==> src/rtl/daf_pkg.sv <==
package daf_pkg;
  localparam int DA_BYTES = 6;
  localparam int DA_W     = DA_BYTES * 8;
  localparam int BCNT_W   = $clog2(DA_BYTES + 1);

  typedef struct packed {
    logic prom;  // accept all
    logic chk;   // address checking on
    logic cmp;   // compare against station address
  } mode_t;

  function automatic logic mode_accept(input mode_t m, input logic hit);
    if (m.prom)      return 1'b1;
    else if (!m.chk) return 1'b1;
    else if (!m.cmp) return 1'b0;
    else             return hit;
  endfunction
endpackage

==> src/rtl/daf_regs.sv <==
module daf_regs
  import daf_pkg::*;
#(
  parameter int REG_AW = 3,
  parameter int CNT_W  = 32
) (
  input  logic              clk,
  input  logic              rst,
  input  logic [REG_AW-1:0] reg_addr,
  input  logic              reg_wr,
  input  logic [31:0]       reg_wdata,
  output logic [31:0]       reg_rdata,
  input  logic              frm_done,
  input  logic              frm_accept,
  output mode_t             mode,
  output logic [DA_W-1:0]   station,
  output logic [CNT_W-1:0]  acc_cnt,
  output logic [CNT_W-1:0]  drp_cnt
);
  localparam int HALF_W = DA_W / 2;
  localparam logic [CNT_W-1:0] CNT_MAX = '1;

  logic [HALF_W-1:0] st_hi, st_lo;
  logic [5:0]        unused_wbits;

  assign unused_wbits = reg_wdata[29:24];
  assign station      = {st_hi, st_lo};

  always_ff @(posedge clk) begin
    if (rst) begin
      mode  <= '0;
      st_hi <= '0;
      st_lo <= '0;
    end else if (reg_wr) begin
      case (int'(reg_addr))
        0: mode  <= '{prom: reg_wdata[31], chk: reg_wdata[30], cmp: reg_wdata[0]};
        1: st_hi <= reg_wdata[HALF_W-1:0];
        2: st_lo <= reg_wdata[HALF_W-1:0];
        default: ;
      endcase
    end
  end

  always_ff @(posedge clk) begin
    if (rst) begin
      acc_cnt <= '0;
      drp_cnt <= '0;
    end else if (frm_done) begin
      if (frm_accept && acc_cnt != CNT_MAX) acc_cnt <= acc_cnt + 1'b1;
      if (!frm_accept && drp_cnt != CNT_MAX) drp_cnt <= drp_cnt + 1'b1;
    end
  end

  always_ff @(posedge clk) begin
    if (rst) reg_rdata <= '0;
    else begin
      case (int'(reg_addr))
        0:       reg_rdata <= {mode.prom, mode.chk, 29'd0, mode.cmp};
        1:       reg_rdata <= 32'(st_hi);
        2:       reg_rdata <= 32'(st_lo);
        3:       reg_rdata <= 32'(acc_cnt);
        4:       reg_rdata <= 32'(drp_cnt);
        default: reg_rdata <= '0;
      endcase
    end
  end
endmodule

==> src/rtl/daf_match.sv <==
module daf_match
  import daf_pkg::*;
(
  input  logic              clk,
  input  logic              rst,
  input  logic              in_valid,
  input  logic [7:0]        in_data,
  input  logic              in_sof,
  input  logic              in_eof,
  input  mode_t             mode_now,
  input  logic [DA_W-1:0]   station_now,
  output logic              dec_valid,
  output logic              dec_accept,
  output mode_t             mode_s,
  output logic [BCNT_W-1:0] byte_cnt
);
  localparam logic [BCNT_W-1:0] CNT_SAT = BCNT_W'(DA_BYTES);

  logic [DA_W-1:0]   addr_s, cur_addr;
  mode_t             cur_mode;
  logic              hit_q, base_hit, nxt_hit;
  logic [BCNT_W-1:0] base_cnt, nxt_cnt;
  logic [7:0]        want;

  always_comb begin
    cur_addr = in_sof ? station_now : addr_s;
    cur_mode = in_sof ? mode_now    : mode_s;
    base_cnt = in_sof ? '0          : byte_cnt;
    base_hit = in_sof ? 1'b1        : hit_q;
    want     = '0;
    for (int j = 0; j < DA_BYTES; j++)
      if (base_cnt == BCNT_W'(j)) want = cur_addr[8*(DA_BYTES-1-j) +: 8];
    nxt_hit = (base_cnt < CNT_SAT) ? (base_hit && in_data == want) : base_hit;
    nxt_cnt = (base_cnt == CNT_SAT) ? base_cnt : base_cnt + 1'b1;
  end

  always_ff @(posedge clk) begin
    if (rst) begin
      byte_cnt   <= '0;
      hit_q      <= 1'b0;
      mode_s     <= '0;
      addr_s     <= '0;
      dec_valid  <= 1'b0;
      dec_accept <= 1'b0;
    end else begin
      dec_valid <= in_valid && in_eof;
      if (in_valid) begin
        byte_cnt   <= nxt_cnt;
        hit_q      <= nxt_hit;
        dec_accept <= (nxt_cnt == CNT_SAT) && mode_accept(cur_mode, nxt_hit);
        if (in_sof) begin
          mode_s <= mode_now;
          addr_s <= station_now;
        end
      end
    end
  end
endmodule

==> src/rtl/daf_fbuf.sv <==
module daf_fbuf #(
  parameter int AW = 6
) (
  input  logic        clk,
  input  logic        rst,
  input  logic        in_valid,
  input  logic [7:0]  in_data,
  input  logic        in_sof,
  input  logic        in_eof,
  input  logic        commit,
  input  logic        discard,
  output logic        out_valid,
  output logic [7:0]  out_data,
  output logic        out_sof,
  output logic        out_eof,
  output logic        ovf,
  output logic [AW:0] fill
);
  localparam int DEPTH = 1 << AW;
  localparam int PW    = AW + 1;
  localparam int MW    = 10;

  logic [MW-1:0] mem [DEPTH];
  logic [MW-1:0] rd_q;
  logic [PW-1:0] wr_ptr, cmt_ptr, rd_ptr, wr_base, fill_w;
  logic          full, do_wr, rd_go;

  assign wr_base = discard ? cmt_ptr : wr_ptr;
  assign fill_w  = wr_base - rd_ptr;
  assign full    = (fill_w == PW'(DEPTH));
  assign do_wr   = in_valid && !full;
  assign rd_go   = (rd_ptr != cmt_ptr);
  assign fill    = wr_ptr - rd_ptr;

  always_ff @(posedge clk)
    if (do_wr) mem[wr_base[AW-1:0]] <= {in_sof, in_eof, in_data};

  always_ff @(posedge clk)
    rd_q <= mem[rd_ptr[AW-1:0]];

  always_ff @(posedge clk) begin
    if (rst) begin
      wr_ptr    <= '0;
      cmt_ptr   <= '0;
      rd_ptr    <= '0;
      ovf       <= 1'b0;
      out_valid <= 1'b0;
    end else begin
      wr_ptr    <= wr_base + PW'(do_wr);
      if (commit) cmt_ptr <= wr_ptr;
      if (in_valid && in_sof) ovf <= full;
      else if (in_valid && full) ovf <= 1'b1;
      out_valid <= rd_go;
      if (rd_go) rd_ptr <= rd_ptr + 1'b1;
    end
  end

  assign out_sof  = rd_q[9];
  assign out_eof  = rd_q[8];
  assign out_data = rd_q[7:0];
endmodule

==> src/rtl/rx_daf.sv <==
module rx_daf
  import daf_pkg::*;
#(
  parameter int BUF_AW = 6,
  parameter int CNT_W  = 32,
  parameter int REG_AW = 3
) (
  input  logic              clk,
  input  logic              rst,
  input  logic [REG_AW-1:0] reg_addr,
  input  logic              reg_wr,
  input  logic [31:0]       reg_wdata,
  output logic [31:0]       reg_rdata,
  input  logic              in_valid,
  input  logic [7:0]        in_data,
  input  logic              in_sof,
  input  logic              in_eof,
  output logic              out_valid,
  output logic [7:0]        out_data,
  output logic              out_sof,
  output logic              out_eof,
  output logic              frm_done,
  output logic              frm_accept
);
  mode_t             mode_now, mode_s;
  logic [DA_W-1:0]   station;
  logic [CNT_W-1:0]  acc_cnt, drp_cnt;
  logic [BCNT_W-1:0] byte_cnt;
  logic              dec_valid, dec_accept, ovf;
  logic [BUF_AW:0]   fill;

  assign frm_done   = dec_valid;
  assign frm_accept = dec_accept && !ovf;

  daf_regs #(.REG_AW(REG_AW), .CNT_W(CNT_W)) u_regs (
    .clk(clk), .rst(rst), .reg_addr(reg_addr), .reg_wr(reg_wr),
    .reg_wdata(reg_wdata), .reg_rdata(reg_rdata),
    .frm_done(frm_done), .frm_accept(frm_accept),
    .mode(mode_now), .station(station), .acc_cnt(acc_cnt), .drp_cnt(drp_cnt)
  );

  daf_match u_match (
    .clk(clk), .rst(rst), .in_valid(in_valid), .in_data(in_data),
    .in_sof(in_sof), .in_eof(in_eof), .mode_now(mode_now),
    .station_now(station), .dec_valid(dec_valid), .dec_accept(dec_accept),
    .mode_s(mode_s), .byte_cnt(byte_cnt)
  );

  daf_fbuf #(.AW(BUF_AW)) u_fbuf (
    .clk(clk), .rst(rst), .in_valid(in_valid), .in_data(in_data),
    .in_sof(in_sof), .in_eof(in_eof),
    .commit(frm_done && frm_accept), .discard(frm_done && !frm_accept),
    .out_valid(out_valid), .out_data(out_data), .out_sof(out_sof),
    .out_eof(out_eof), .ovf(ovf), .fill(fill)
  );
endmodule

==> config.mk <==
export PLATFORM = sky130hd
export DESIGN_NAME = rx_daf
export DESIGN_NICKNAME = d
export VERILOG_FILES = /design/src/rtl/daf_pkg.sv /design/src/rtl/daf_regs.sv /design/src/rtl/daf_match.sv /design/src/rtl/daf_fbuf.sv /design/src/rtl/rx_daf.sv
export SDC_FILE = /design/constraint.sdc
export NUM_CORES = 1
export LEC_CHECK = 0
export BUFFER_PORTS_ARGS = -buffer_cell sky130_fd_sc_hd__buf_4
export CORE_MARGIN = 3
export CORE_UTILIZATION = 35
export DETAILED_ROUTE_END_ITERATION = 10
export SLEW_MARGIN = 10
export SYNTH_ARGS = -nofsm -noshare
export SYNTH_HDL_FRONTEND = slang
export SYNTH_HIERARCHICAL = 1
export SYNTH_SLANG_ARGS = --single-unit
==> constraint.sdc <==
create_clock -name clk -period 10.4 [get_ports clk]
set_clock_uncertainty 0.05 [all_clocks]
set_input_delay 0.52 -clock clk [delete_from_list [all_inputs] [get_ports clk]]
set_output_delay 0.52 -clock clk [all_outputs]
set_load 0.01 [all_outputs]
==> key figures, run 1 <==
Clock network
  – CTS max path bufs: 3
  – Worst skew pair latency: 0.66 ns
  – Post-CTS Resized: 0
  – Max H-tree Level: 3
  – CTS buffer count: between 90 and 100
  – Cts-stage hold buffer count: 0
  – CTS root buf: clkbuf_16
  – CTS sink cnt: roughly 880
  – Postcts setup bufs: 0
  – Clock edge transition at the registers on the reported setup and hold paths: 0.06 ns
  – CTS tree: built

Timing
  – Worst-margin pin slew: about 1.1 ns
  – Setup Viol. Count Final: 0
  – Final hold violations: 0
  – Final Critical Period: around 6.2 ns
  – Final period utilization: 0.593
  – Fmax: ~0.16 GHz
  – Unrepaired setup endpoints after global routing: false
  – Max-slew violations: 0
  – Setup TNS: 0 ns
  – Max-slew headroom: 0.235

GRT
  – First-pass GRT wire length: between 100,000 and 150,000 um
  – Overflow after GRT: 0
  – Gr usage total: 0.170
  – Pin count of the biggest net entering global routing: between 100 and 150
  – Initial antenna violation count: 2
  – Vias in the first global route: ~22,000

Run status
  – Status: completed

Floorplanning
  – Ports: 94
  – Die width: 327 um
  – Die area: ~110,000 um^2
  – Core Region: 101,000 um^2
  – Starting Density: 0.356
  – Row count: approximately 120
  – Die height: ~330 um

Pwr
  – Switch Pwr: around 0.0018 W
  – Peak supply drop: 0.133 mV
  – Sequential Power Share: 0.488
  – Leak: between 10 and 15 nW
  – Sw Ratio: 0.232
  – Clock power frac: 0.417
  – Int Power: about 0.006 W
  – Gate power share: 0.095
  – P per Cell Area: slightly below 200 nW/um^2

Synthesis
  – Syn_area_per_cell: ~14 um^2
  – Synth Instances: between 2,000 and 3,000
  – Mapped Nets: 2,579
  – Synth warn: 6
  – Post-synthesis cell area: roughly 36,000 um^2

Run
  – Max_cap viols: 0

Placed design
  – DP HPWL: ~57,000 um
  – I/O Buffers: 87
  – Gpl congestion: 0.892

Finish
  – NumNets Final: about 2,600
  – Final Core Density: 0.404
  – Share of layout cells above drive strength 1: 0.165
  – P&R area growth vs syn: 13.5%
  – FILL cells: 9,300

Route
  – Number of vias per cell: about 5.5
  – Initial drt markers: approximately 2,000
  – Vias post-DR: ~22,000
  – Average wire per standard cell: between 20 and 25 um
  – Routed wire length: 92,300 um
  – Final ANT Viol Nets: 0
  – DRC Markers: 0
  – Router iterations before antenna repair: 5

Setup path
  – Crit path launch type: flop
  – RR Startpoint: u_match/dec_valid
  – Crit-path max FO: 14
  – WP data required: around 11 ns
  – Reg-to-Reg End: u_fbuf/mem[43][7]
  – CP Capture Type: flop
  – Reg2reg path depth: 10
  – Kind of critical path: flop to flop
  – CP arrival: between 6 and 7 ns
  – R2R Setup Slk: 4.24 ns

Min path
  – Worst hold endpoint: u_regs/mode[2]
  – Worst Hold Class: primary input to flop
  – Hold Crit Start: reg_wdata[31]
  – Hold path cells: 3
worst max-delay path, stage by stage (launching register included):
cell       delay (ns)
dfxtp_1          0.51
nor2b_1          0.80
mux2i_2          0.55
clkinv_1         0.46
ha_1             0.57
and3_1           0.21
o211ai_1         0.11
and3_1           0.19
o2111ai_2        0.70
nand4_1          0.65
nor2_1           0.96
cell type report:
| class | instances | area, um^2 | share of cell area |
|---|---|---|---|
| sequential | 877 | 24000 | 0.587 |
| multi-input combinational | 1469 | 11200 | 0.274 |
| clock buffer | 113 | 2460 | 0.0603 |
| tap | 1357 | 1700 | 0.0416 |
| timing repair buffer | 111 | 857 | 0.0210 |
| clock inverter | 54 | 556 | 0.0136 |
| inverter | 26 | 97.6 | 0.00239 |
| antenna | 1 | 2.50 | 0.0000613 |
worst max-delay path by stage:
| stage | start | endpoint |
|---|---|---|
| after detailed placement | u_match/dec_valid | u_fbuf/mem[40][0] |
| after CTS | u_match/dec_valid | u_fbuf/mem[43][7] |
| after floorplan | u_match/dec_valid | u_fbuf/mem[7][0] |
| after global routing | u_match/dec_valid | u_fbuf/mem[44][2] |
| after global placement | u_match/dec_valid | u_fbuf/mem[41][2] |
| final | u_match/dec_valid | u_fbuf/mem[43][7] |
placed cells by master (no fill, tap or decap), types with 13 or more instances in the layout:
master / n
nand2_1: 292
clkinv_2: 19
mux2i_1: 68
edfxtp_1: 640
clkbuf_1: 15
nand3_1: 40
o221ai_1: 13
inv_1: 22
a211oi_1: 14
nand4_1: 25
dfxtp_1: 234
clkinv_1: 20
clkbuf_16: 94
o31ai_1: 15
a22oi_1: 79
a31oi_1: 20
a21oi_1: 205
nor2_1: 160
mux4_2: 137
xnor2_1: 35
o22ai_1: 15
ha_1: 14
buf_4: 108
nor2b_1: 16
or3_1: 31
or4_1: 14
o21ai_0: 62
power by group through the flow:
stage	clock [W]	combinational, W	sequential (W)
2_1_floorplan	0	0.000530	0.00389
3_3_place_gp	0	0.000744	0.00391
3_5_place_dp	0	0.000756	0.00391
4_1_cts	0.00336	0.000759	0.00383
5_1_grt	0.00349	0.000798	0.00384
6_report	0.00328	0.000751	0.00383
routing by layer:
metal,vias to the layer above,wire length [um],GRT usage
met5,-,0,0
met4,0,2920,0.0572
met3,170,5940,0.0303
met2,838,44800,0.281
met1,11300,38600,0.227
li1,9865,-,-
registers in the layout, indices dropped and copies added, names as in the netlist, 3 cells and up:
register          count
u_regs/st_lo         24
u_fbuf/rd_ptr         7
u_match/addr_s       48
u_fbuf/mem          640
u_match/byte_cnt      3
u_regs/mode           3
u_regs/acc_cnt       32
u_fbuf/wr_ptr         7
u_fbuf/cmt_ptr        7
u_regs/reg_rdata     32
u_fbuf/rd_q          10
u_regs/st_hi         24
u_regs/drp_cnt       32
u_match/mode_s        3
metrics by stage:
stage | hold WS, ns | cell area [um^2] | power (W) | instances | setup slack [ns]
finish | 0.0549 | 40800 | 0.00786 | 4008 | 4.24
global route | 0.0328 | 40800 | 0.00813 | 4007 | 3.98
CTS | 0.00974 | 40800 | 0.00795 | 4006 | 4.34
detailed placement | 0.395 | 37800 | 0.00467 | 3839 | 4.35
global placement | 0.387 | 37800 | 0.00465 | 3839 | 4.47
floorplan | 0.381 | 36000 | 0.00442 | 2516 | 6.14
(Power assumes the default switching activity.)
==> run 2, diff against run 1 <==
ABC_AREA = 1   (was not set)
clock period = 6.3 ns   (was 10.4 ns; I/O delays follow)
==> key figures, run 2 <==
Route
  – DRC Markers: 0
  – Initial drt markers: ~2,900
  – Vias post-DR: about 29,000
  – Routed wire length: approximately 110,000 um
  – Number of vias per cell: a little over 5
  – Router iterations before antenna repair: 6
  – Average wire per standard cell: between 15 and 20 um
  – Final ANT Viol Nets: 0

Floorplanning
  – Die area: approximately 120,000 um^2
  – Die width: ~340 um
  – Row count: 121
  – Starting Density: 0.355
  – Die height: between 300 and 400 um
  – Ports: 94
  – Core Region: between 100,000 and 150,000 um^2

GRT
  – First-pass GRT wire length: about 160,000 um
  – Gr usage total: 0.180
  – M1 GR Usage: 0.257
  – GRT busiest layer: met2
  – Initial antenna violation count: 0
  – GRT met3 Usage: 0.0246
  – Vias in the first global route: 27,000
  – Grt met2 use: 0.288
  – Overflow after GRT: 0
  – Pin count of the biggest net entering global routing: between 150 and 200

Setup path
  – CP Capture Type: flop
  – Crit path launch type: flop
  – WP data required: around 6.9 ns
  – CP arrival: between 5 and 6 ns
  – Reg2reg path depth: 21
  – Crit-path max FO: 86
  – Kind of critical path: flop to flop

Finish
  – Most common cell after layout, fill and taps aside: nor2_1
  – Highest-count cells in the layout ignoring fill and taps: 853 x nor2_1, 664 x nand2_1, 640 x edfxtp_1, 475 x o21ai_0, 325 x inv_1
  – FILL cells: approximately 11,000
  – Multi-input logic area: between 10,000 and 15,000 um^2
  – Max FFs per register: 640
  – Non-filler cells, final: 5,708
  – Final Core Density: 0.401
  – Area occupied by registers: 24,000 um^2
  – Diodes inserted: 0
  – Post-layout instance area: around 44,000 um^2
  – Share of layout cells above drive strength 1: 0.0943
  – P&R area growth vs syn: 12.8%
  – NumNets Final: roughly 4,200

Clock network
  – CTS max path bufs: 3
  – Max H-tree Level: 3
  – Post-CTS Resized: 0
  – Worst skew pair latency: about 0.67 ns
  – CTS buffer count: 91
  – CTS tree: built
  – CTS root buf: clkbuf_16
  – CTS sink cnt: ~880
  – Cts-stage hold buffer count: 32
  – Clock edge transition at the registers on the reported setup and hold paths: approximately 0.06 ns
  – Postcts setup bufs: 0

Run status
  – Status: completed

Timing
  – Setup TNS: 0 ns
  – Max-slew headroom: 0.206
  – Fmax: between 0.2 and 0.25 GHz
  – Final Critical Period: between 4 and 5 ns
  – Final hold violations: 0
  – Final period utilization: 0.725
  – Unrepaired setup endpoints after global routing: false
  – Setup Viol. Count Final: 0
  – Worst-margin pin slew: about 1.2 ns
  – Max-slew violations: 0

Synthesis
  – Synth Instances: slightly above 4,000
  – Post-synthesis cell area: just under 40,000 um^2
  – Mapped Nets: about 4,200
  – Syn_area_per_cell: between 9 and 10 um^2
  – Synth warn: 6

Placed design
  – I/O Buffers: 87
  – DP HPWL: 67,100 um
  – Gpl congestion: around 0.90
  – Placed cells: 5,510
  – Area after DPL: 40,700 um^2

Min path
  – Hold path cells: 1
  – Worst Hold Class: primary input to flop

Run
  – Max_cap viols: 0

Pwr
  – Leak: around 16 nW
  – P per Cell Area: approximately 340 nW/um^2
  – Total power draw: 0.0149 W
  – Peak supply drop: roughly 0.28 mV
## run 2: cell count changes in the layout (fill, tap and decap cells not counted), sizes merged, moves of 80 or more
| cell | change |
|---|---|
| nor2 | +735 |
| o21ai | +448 |
| nand2 | +397 |
| inv | +324 |
| nand3 | +161 |
| mux4 | -146 |
| a22oi | -80 |
## run 2: routing by layer
metal / up-vias / wire [um]
li1: 13900 / -
met1: 13700 / 48600
met2: 930 / 49500
met3: 167 / 6570
met4: 0 / 2750
met5: - / 0
## run 2: worst max-delay path: stages, from the launching register on
cell	delay, ns
dfxtp_4	0.92
clkinv_2	0.60
ha_1	0.53
nand2_1	0.08
nand2_1	0.12
nand2_1	0.08
nand2_1	0.06
nand2_1	0.04
nand2_1	0.06
nand2_1	0.06
nor2_1	0.15
nand2_2	0.12
nand2_2	0.07
buf_4	0.56
inv_1	0.10
ha_1	0.24
ha_1	0.20
nand2_1	0.08
nor2_1	0.06
nand2_1	0.08
o21ai_0	0.08
a21oi_1	0.14
## run 2: final cells by class
class                           count  share of cell area
Sequential cell                   877               0.545
Multi-Input combinational cell   2694               0.288
Clock buffer                      119              0.0573
Tap cell                         1476              0.0420
Inverter                          347              0.0299
Timing Repair Buffer              148              0.0276
Clock inverter                     47              0.0104
## run 2: worst paths after layout
kind | from | to | slack (ns)
max | u_fbuf/rd_ptr[1] | u_fbuf/wr_ptr[6] | 1.73
min | in_data[5] | u_fbuf/mem[41][5] | 0.05
max reg2reg | u_fbuf/rd_ptr[1] | u_fbuf/wr_ptr[6] | 1.73
min reg2reg | u_fbuf/ovf | u_fbuf/ovf | 0.42
## run 2: where the power goes
part	leakage [nW]	switching, W	internal (W)	total (W)
clock	1.45	0.00228	0.00308	0.00536
combinational	6.87	0.00225	0.000873	0.00312
sequential	7.69	0.000136	0.00631	0.00645
## run 2: metrics by stage
step | hold WS, ns | setup slack [ns]
after CTS | 0.0284 | 1.70
after detailed placement | 0.408 | 1.70
after floorplan | 0.364 | 2.49
after global placement | 0.403 | 1.68
final | 0.0463 | 1.73
after global routing | 0.0433 | 1.35
